--- src/rtl/npw_pkg.sv ---
package npw_pkg;

    typedef enum logic [2:0] {
        ST_IDLE,
        ST_XLATE,
        ST_NREQ,
        ST_NWAIT,
        ST_GREQ,
        ST_GWAIT,
        ST_RESP
    } walk_state_e;

endpackage

--- src/rtl/npw_addr.sv ---
module npw_addr #(
    parameter int PA_W   = 48,
    parameter int VA_W   = 48,
    parameter int PG_W   = 12,
    parameter int IDX_W  = 9,
    parameter int LEVELS = 4,
    localparam int PPN_W  = PA_W - PG_W,
    localparam int STEP_W = $clog2(LEVELS + 1),
    localparam int LVL_W  = $clog2(LEVELS)
) (
    input  logic [VA_W-1:0]   gva,
    input  logic [PPN_W-1:0]  gbase_pg,
    input  logic [STEP_W-1:0] gstep,
    input  logic [PPN_W-1:0]  nbase_pg,
    input  logic [LVL_W-1:0]  nlvl,
    input  logic [PPN_W-1:0]  hpage,
    output logic [PA_W-1:0]   gpa,
    output logic [PA_W-1:0]   nrd_addr,
    output logic [PA_W-1:0]   grd_addr
);

    localparam int ENT_SH = PG_W - IDX_W;

    logic [IDX_W-1:0] gidx [LEVELS];
    logic [IDX_W-1:0] nidx [LEVELS];
    logic [LVL_W-1:0] glvl;

    generate
        for (genvar l = 0; l < LEVELS; l++) begin : g_idx
            assign gidx[l] = gva[PG_W + IDX_W*l +: IDX_W];
            assign nidx[l] = gpa[PG_W + IDX_W*l +: IDX_W];
        end
    endgenerate

    assign glvl = LVL_W'(LEVELS - 1) - gstep[LVL_W-1:0];

    always_comb begin
        if (int'(gstep) == LEVELS) begin
            gpa = {gbase_pg, gva[PG_W-1:0]};
        end else begin
            gpa = {gbase_pg, gidx[glvl], {ENT_SH{1'b0}}};
        end
    end

    assign nrd_addr = {nbase_pg, nidx[nlvl], {ENT_SH{1'b0}}};
    assign grd_addr = {hpage, gpa[PG_W-1:0]};

endmodule

--- src/rtl/npw_ntlb.sv ---
module npw_ntlb #(
    parameter int ENTRIES = 8,
    parameter int TAG_W   = 36,
    parameter int DATA_W  = 36,
    localparam int PTR_W  = $clog2(ENTRIES)
) (
    input  logic              clk,
    input  logic              rst_n,
    input  logic              flush,
    input  logic [TAG_W-1:0]  lk_tag,
    output logic              hit,
    output logic [DATA_W-1:0] hit_data,
    input  logic              fill_en,
    input  logic [TAG_W-1:0]  fill_tag,
    input  logic [DATA_W-1:0] fill_data
);

    logic [ENTRIES-1:0] vld;
    logic [ENTRIES-1:0] hit_vec;
    logic [TAG_W-1:0]   tag_q [ENTRIES];
    logic [DATA_W-1:0]  dat_q [ENTRIES];
    logic [PTR_W-1:0]   ptr;

    generate
        for (genvar e = 0; e < ENTRIES; e++) begin : g_cmp
            assign hit_vec[e] = vld[e] && (tag_q[e] == lk_tag);
        end
    endgenerate

    always_comb begin
        hit_data = '0;
        for (int e = 0; e < ENTRIES; e++) begin
            if (hit_vec[e]) hit_data = hit_data | dat_q[e];
        end
        hit = |hit_vec;
    end

    always_ff @(posedge clk) begin
        if (!rst_n) begin
            vld <= '0;
            ptr <= '0;
        end else if (flush) begin
            vld <= '0;
        end else if (fill_en) begin
            vld[ptr] <= 1'b1;
            ptr      <= (ptr == PTR_W'(ENTRIES - 1)) ? '0 : ptr + 1'b1;
        end
    end

    always_ff @(posedge clk) begin
        if (fill_en && !flush) begin
            tag_q[ptr] <= fill_tag;
            dat_q[ptr] <= fill_data;
        end
    end


    ntlb_single_match_chk: assert property (@(posedge clk) disable iff (!rst_n)
        $onehot0(hit_vec));

endmodule

--- src/rtl/nested_walker.sv ---
module nested_walker #(
    parameter int PA_W        = 48,
    parameter int VA_W        = 48,
    parameter int PG_W        = 12,
    parameter int IDX_W       = 9,
    parameter int LEVELS      = 4,
    parameter int ENT_W       = 64,
    parameter int TLB_ENTRIES = 8
) (
    input  logic                      clk,
    input  logic                      rst_n,
    input  logic                      flush_ntlb,
    input  logic                      req_valid,
    output logic                      req_ready,
    input  logic [VA_W-1:0]           req_gva,
    input  logic [PA_W-1:0]           guest_root,
    input  logic [PA_W-1:0]           host_root,
    output logic                      rsp_valid,
    output logic [PA_W-1:0]           rsp_hpa,
    output logic                      rsp_fault,
    output logic                      rsp_fault_nested,
    output logic [$clog2(LEVELS)-1:0] rsp_fault_level,
    output logic                      mem_req_valid,
    input  logic                      mem_req_ready,
    output logic [PA_W-1:0]           mem_req_addr,
    input  logic                      mem_rsp_valid,
    input  logic [ENT_W-1:0]          mem_rsp_data
);
    import npw_pkg::*;

    localparam int PPN_W  = PA_W - PG_W;
    localparam int STEP_W = $clog2(LEVELS + 1);
    localparam int LVL_W  = $clog2(LEVELS);
    localparam int MAX_RD = LEVELS * (LEVELS + 1) + LEVELS;
    localparam int RDC_W  = $clog2(MAX_RD + 1);

    walk_state_e state, state_nx;

    logic [VA_W-1:0]   gva_q;
    logic [PPN_W-1:0]  gbase_q;
    logic [PPN_W-1:0]  hroot_q;
    logic [STEP_W-1:0] gstep_q;
    logic [LVL_W-1:0]  nlvl_q;
    logic [PPN_W-1:0]  nbase_q;
    logic [PPN_W-1:0]  hpage_q;
    logic [PA_W-1:0]   hpa_q;
    logic              fault_q;
    logic              fdim_q;
    logic [LVL_W-1:0]  flvl_q;

    logic [PA_W-1:0]   gpa;
    logic [PA_W-1:0]   nrd_addr;
    logic [PA_W-1:0]   grd_addr;
    logic              tlb_hit;
    logic [PPN_W-1:0]  tlb_data;
    logic              tlb_fill;
    logic              ent_ok;
    logic [PPN_W-1:0]  ent_pg;
    logic              last_step;
    logic              unused_bits;

    assign ent_ok      = mem_rsp_data[0];
    assign ent_pg      = mem_rsp_data[PA_W-1:PG_W];
    assign last_step   = (int'(gstep_q) == LEVELS);
    assign unused_bits = ^{mem_rsp_data[ENT_W-1:PA_W], mem_rsp_data[PG_W-1:1]};
    assign tlb_fill    = (state == ST_NWAIT) && mem_rsp_valid && ent_ok && (nlvl_q == '0);

    npw_addr #(
        .PA_W(PA_W), .VA_W(VA_W), .PG_W(PG_W), .IDX_W(IDX_W), .LEVELS(LEVELS)
    ) u_addr (
        .gva      (gva_q),
        .gbase_pg (gbase_q),
        .gstep    (gstep_q),
        .nbase_pg (nbase_q),
        .nlvl     (nlvl_q),
        .hpage    (hpage_q),
        .gpa      (gpa),
        .nrd_addr (nrd_addr),
        .grd_addr (grd_addr)
    );

    npw_ntlb #(
        .ENTRIES(TLB_ENTRIES), .TAG_W(PPN_W), .DATA_W(PPN_W)
    ) u_ntlb (
        .clk       (clk),
        .rst_n     (rst_n),
        .flush     (flush_ntlb),
        .lk_tag    (gpa[PA_W-1:PG_W]),
        .hit       (tlb_hit),
        .hit_data  (tlb_data),
        .fill_en   (tlb_fill),
        .fill_tag  (gpa[PA_W-1:PG_W]),
        .fill_data (ent_pg)
    );

    // state register
    always_ff @(posedge clk) begin
        if (!rst_n) state <= ST_IDLE;
        else        state <= state_nx;
    end

    // next state
    always_comb begin
        state_nx = state;
        unique case (state)
            ST_IDLE:  if (req_valid) state_nx = ST_XLATE;
            ST_XLATE: begin
                if (tlb_hit) state_nx = last_step ? ST_RESP : ST_GREQ;
                else         state_nx = ST_NREQ;
            end
            ST_NREQ:  if (mem_req_ready) state_nx = ST_NWAIT;
            ST_NWAIT: begin
                if (mem_rsp_valid) begin
                    if (!ent_ok)              state_nx = ST_RESP;
                    else if (nlvl_q == '0)    state_nx = last_step ? ST_RESP : ST_GREQ;
                    else                      state_nx = ST_NREQ;
                end
            end
            ST_GREQ:  if (mem_req_ready) state_nx = ST_GWAIT;
            ST_GWAIT: begin
                if (mem_rsp_valid) state_nx = ent_ok ? ST_XLATE : ST_RESP;
            end
            ST_RESP:  state_nx = ST_IDLE;
            default:  state_nx = ST_IDLE;
        endcase
    end

    // walk datapath
    always_ff @(posedge clk) begin
        if (!rst_n) begin
            gva_q   <= '0;
            gbase_q <= '0;
            hroot_q <= '0;
            gstep_q <= '0;
            nlvl_q  <= '0;
            nbase_q <= '0;
            hpage_q <= '0;
            hpa_q   <= '0;
            fault_q <= 1'b0;
            fdim_q  <= 1'b0;
            flvl_q  <= '0;
        end else begin
            unique case (state)
                ST_IDLE: begin
                    if (req_valid) begin
                        gva_q   <= req_gva;
                        gbase_q <= guest_root[PA_W-1:PG_W];
                        hroot_q <= host_root[PA_W-1:PG_W];
                        gstep_q <= '0;
                        hpa_q   <= '0;
                        fault_q <= 1'b0;
                        fdim_q  <= 1'b0;
                        flvl_q  <= '0;
                    end
                end
                ST_XLATE: begin
                    if (tlb_hit) begin
                        hpage_q <= tlb_data;
                        if (last_step) hpa_q <= {tlb_data, gva_q[PG_W-1:0]};
                    end else begin
                        nlvl_q  <= LVL_W'(LEVELS - 1);
                        nbase_q <= hroot_q;
                    end
                end
                ST_NWAIT: begin
                    if (mem_rsp_valid) begin
                        if (!ent_ok) begin
                            fault_q <= 1'b1;
                            fdim_q  <= 1'b1;
                            flvl_q  <= nlvl_q;
                        end else if (nlvl_q == '0) begin
                            hpage_q <= ent_pg;
                            if (last_step) hpa_q <= {ent_pg, gva_q[PG_W-1:0]};
                        end else begin
                            nbase_q <= ent_pg;
                            nlvl_q  <= nlvl_q - 1'b1;
                        end
                    end
                end
                ST_GWAIT: begin
                    if (mem_rsp_valid) begin
                        if (!ent_ok) begin
                            fault_q <= 1'b1;
                            fdim_q  <= 1'b0;
                            flvl_q  <= LVL_W'(LEVELS - 1) - gstep_q[LVL_W-1:0];
                        end else begin
                            gbase_q <= ent_pg;
                            gstep_q <= gstep_q + 1'b1;
                        end
                    end
                end
                default: ;
            endcase
        end
    end

    // outputs
    always_comb begin
        req_ready        = (state == ST_IDLE);
        mem_req_valid    = (state == ST_NREQ) || (state == ST_GREQ);
        mem_req_addr     = (state == ST_NREQ) ? nrd_addr : grd_addr;
        rsp_valid        = (state == ST_RESP);
        rsp_hpa          = hpa_q;
        rsp_fault        = fault_q;
        rsp_fault_nested = fdim_q;
        rsp_fault_level  = flvl_q;
    end

    // read budget counter for the checks below
    logic [RDC_W-1:0] rd_cnt;
    always_ff @(posedge clk) begin
        if (!rst_n)                          rd_cnt <= '0;
        else if (req_valid && req_ready)     rd_cnt <= '0;
        else if (mem_req_valid && mem_req_ready) rd_cnt <= rd_cnt + 1'b1;
    end


    read_budget_chk: assert property (@(posedge clk) disable iff (!rst_n)
        (mem_req_valid && mem_req_ready) |-> (int'(rd_cnt) < MAX_RD));


    flush_empties_chk: assert property (@(posedge clk) disable iff (!rst_n)
        flush_ntlb |=> !tlb_hit);


    busy_hold_chk: assert property (@(posedge clk) disable iff (!rst_n)
        (req_valid && req_ready) |=> !req_ready);


    resp_pulse_chk: assert property (@(posedge clk) disable iff (!rst_n)
        rsp_valid |=> (!rsp_valid && req_ready));


    mem_hold_chk: assert property (@(posedge clk) disable iff (!rst_n)
        (mem_req_valid && !mem_req_ready) |=> (mem_req_valid && $stable(mem_req_addr)));


    fault_no_hpa_chk: assert property (@(posedge clk) disable iff (!rst_n)
        (rsp_valid && rsp_fault) |-> (rsp_hpa == '0));

endmodule

--- config.mk ---
export PLATFORM = sky130hd
export DESIGN_NAME = nested_walker
export DESIGN_NICKNAME = d
export VERILOG_FILES = /design/src/rtl/npw_pkg.sv /design/src/rtl/npw_addr.sv /design/src/rtl/npw_ntlb.sv /design/src/rtl/nested_walker.sv
export SDC_FILE = /design/constraint.sdc
export NUM_CORES = 1
export LEC_CHECK = 0
export BUFFER_PORTS_ARGS = -buffer_cell sky130_fd_sc_hd__buf_4
export CAP_MARGIN = 20
export CORE_MARGIN = 2
export CORE_UTILIZATION = 54
export DETAILED_ROUTE_END_ITERATION = 16
export HOLD_SLACK_MARGIN = 0.02
export PLACE_DENSITY = 0.76
export SYNTH_ARGS = -nofsm -noshare
export SYNTH_HDL_FRONTEND = slang
export SYNTH_HIERARCHICAL = 1
export SYNTH_SLANG_ARGS = --single-unit
--- constraint.sdc ---
create_clock -name clk -period 7.15 [get_ports clk]
set_input_delay 0.3575 -clock clk [delete_from_list [all_inputs] [get_ports clk]]
set_output_delay 0.3575 -clock clk [all_outputs]
set_load 0.1 [all_outputs]
==> flow_summary_export.csv <==
group,metric,value,unit
status,status,"complete, no violations",
detailed_routing,drt-total-wl,109000,microns
clocking,htree_num_levels,3,
yosys,yosysUniqueCellTypes,65,
yosys,synth_area,37500,sq um
timing,fin_crit,4.96,ns
setup_path,cp.depth,12,
setup_path,regToRegSetupSlack,2.19,ns
detailed_routing,drtIter0Drc,2885,
floorplan,dieArea,71700,sq um
setup_path,cp_data_required_time,7.68,ns
cells_and_area,final_cell_mix,"576 x edfxtp_1, 493 x nand2_1, 341 x buf_4",
cells_and_area,layout-drive-gt1-share,19.5,%
yosys,ys_warn_count,6,
timing,maxSlewViolCount,0,
clocking,cts_sinks,839,
detailed_routing,route.vias.total,26300,
timing,tns,0,ns
setup_path,slowest_delay,1.07,ns
placed_design,placed_cells,3932,
setup_path,cp_num_buf_inv,2,
setup_path,critPathLaunch,"gbase_q[19]$_SDFFE_PN0P_",
clocking,cts_resized,0,
setup_path,slowest_stage,"dfxtp_1",
timing,setup_viol,0,
global_routing,grt_usage,30.0,%
global_routing,grt_pass1_vias,25700,
timing,finalHoldViolations,0,
worst_hold_path,min_path_cells,1,
floorplan,rows,96,
cells_and_area,final_common_cell,"edfxtp_1",
setup_path,crit_chain,"xor2_1 -> a2111o_1 -> nor4_4 -> buf_4 -> nand3_2 -> and4_4 -> nand4_1 -> nand2b_1 -> a21boi_4 -> buf_4 -> nand2_1 -> o211a_1",
floorplan,num_io_pins,317,
setup_path,arrival,5.48,ns
yosys,synth_edf_count,576,
timing,relSlewSlack,24.9,%
yosys,yosysSeqAreaShare,60.1,%
global_routing,grt_max_degree,106,
timing,fmaxAchievable,202,MHz
clocking,clockBufferDepth,3,
setup_path,cpMostUsedCell,"buf_4",
global_routing,grt_pass1_wl,160000,microns
global_routing,overflow,0,
clocking,postCtsSetupBuffers,0,
yosys,syn_avg_cell_area,12.5,sq um
detailed_routing,via_per_inst,6.25,
setup_path,worst-path-max-fanout,43,
cells_and_area,final_net_count,3414,
setup_path,r2r-start,"gbase_q[19]$_SDFFE_PN0P_",
clocking,path_clk_slew,0.06,ns
clocking,root_buffer,"clkbuf_16",
setup_path,reg2reg_depth,12,
pwr,vdd_ir_drop_max,240,uV
timing,worstMarginPinSlew,1.12,ns
yosys,ys.flop_type,"edfxtp_1",
timing,grt_setup_unrepaired,"false",
cells_and_area,stdcell_count,4201,
yosys,synthCells,3002,
placed_design,dp_hpwl,66000,microns
pwr,power.total,0.0141,W
clocking,hold_buffers,107,
worst_hold_path,hp-start,"mem_rsp_data[42]",
detailed_routing,post_drt_wl_per_cell,26.0,microns
detailed_routing,route.detailed.drc,0,
timing,fin_crit_sh,69.3,%
clocking,cts_tree,"done",
cells_and_area,syn2layout_area_growth,15.4,%
clocking,clk-insertion-delay-late,0.65,ns
placed_design,routabilityCongestion,0.868,
detailed_routing,dr.pass1.iters,6,
setup_path,cp-end-kind,"register",
floorplan,start_util,54.6,%
detailed_routing,antenna_left,0,
clocking,cts_buffers,83,
worst_hold_path,worst_hold_path_type,"in2reg",
setup_path,critPathTopFamily,"compound AO/OA/AOI/OAI gates",
floorplan,core_area,68700,sq um
flow_run,maxCapViolCount,0,
pwr,cellLeakagePower,16.8,nW
setup_path,path_class,"reg2reg",
pwr,power.density,324,nW/um^2
yosys,ys_ff_latch,839,
timing,skew,0.0282,ns
yosys,synthArstFlopShare,0,%
global_routing,antenna_found_initial,6,
floorplan,die_w,268,microns
placed_design,io_buffers,265,
floorplan,chipHeight,268,microns
setup_path,startpoint_type,"register",
[power breakdown]
| group | total (W) | internal (W) | switching [W] | leakage (nW) |
|---|---|---|---|---|
| clock | 0.00457 | 0.00269 | 0.00188 | 1.37 |
| combinational | 0.00353 | 0.00122 | 0.00231 | 8.06 |
| sequential | 0.00595 | 0.00560 | 0.000352 | 7.37 |
| total | 0.0141 | 0.00951 | 0.00454 | 16.8 |
[worst paths after layout]
kind	end
worst max-delay path	hpage_q[7]$_SDFFE_PN0P_
worst min-delay path	u_ntlb/dat_q[3][30]$_DFFE_PP_
worst max register to register	hpage_q[7]$_SDFFE_PN0P_
worst min register to register	gva_q[29]$_SDFFE_PN0P_
[routing by layer]
| metal | wire (microns) | GRT usage (%) | vias to the layer above |
|---|---|---|---|
| li1 | - | - | 11300 |
| met1 | 41100 | 38.7 | 13000 |
| met2 | 51800 | 48.3 | 1662 |
| met3 | 11000 | 5.87 | 299 |
| met4 | 5200 | 15.4 | 4 |
| met5 | 31 | 0 | - |
[metrics by stage]
step / hold WS (ns) / setup slack, ns / cell area, sq um / util [%]
finish: 0.0414 / 2.19 / 43300 / 63.1
global route: 0.0356 / 2.04 / 43300 / 63.1
CTS: 0.0203 / 2.33 / 43300 / 63.0
detailed placement: 0.444 / 2.37 / 39300 / 57.3
global placement: 0.438 / 2.48 / 39300 / 57.2
floorplan: 0.429 / 0.0693 / 37600 / -
[cell type report]
type | count | area (sq um)
timing repair buffer | 454 | 3740
fill | 4902 | 25400
clock buffer | 110 | 2310
multi-input combinational | 1796 | 12900
tap | 931 | 1160
sequential | 839 | 22600
clock inverter | 46 | 556
antenna | 4 | 10.0
inverter | 21 | 78.8
[kinds of logic after synthesis]
family	Yosys count	synth area share, %
AO/OA/AOI/OAI	387	8.12
adder cells (fa/ha/maj)	5	0.167
buffers and inverters	369	5.91
XOR/XNOR	274	6.39
AND/OR/NAND/NOR	924	12.9
other	1	0.00999
flip-flops	839	60.1
multiplexers	203	6.41
[synth_stat cells, drive strengths merged, types with 18 or more instances]
master / number / area [sq um]
buf: 254 / 1760
nor4: 30 / 348
mux2i: 92 / 921
nand4: 163 / 1020
clkbuf: 92 / 345
o2111ai: 38 / 333
edfxtp: 576 / 17300
and4b: 38 / 380
o211a: 109 / 1090
nor2: 23 / 86.3
or4: 37 / 278
nand2: 495 / 1860
xnor2: 213 / 1870
mux4: 18 / 405
a21boi: 86 / 646
inv: 21 / 78.8
o22ai: 42 / 263
dfxtp: 263 / 5270
a21oi: 81 / 417
mux2: 93 / 1080
xor2: 61 / 534
and3: 77 / 482
[flip-flops by register name, indices dropped and copies added, names as in the netlist]
register          flops
u_ntlb/dat_q        288
u_ntlb/tag_q        288
gva_q                48
rsp_hpa              48
gbase_q              36
hpage_q              36
hroot_q              36
nbase_q              36
u_ntlb/vld            8
gstep_q               3
state                 3
u_ntlb/ptr            3
nlvl_q                2
rsp_fault_level       2
rsp_fault             1
rsp_fault_nested      1
(Power assumes the default switching activity.)
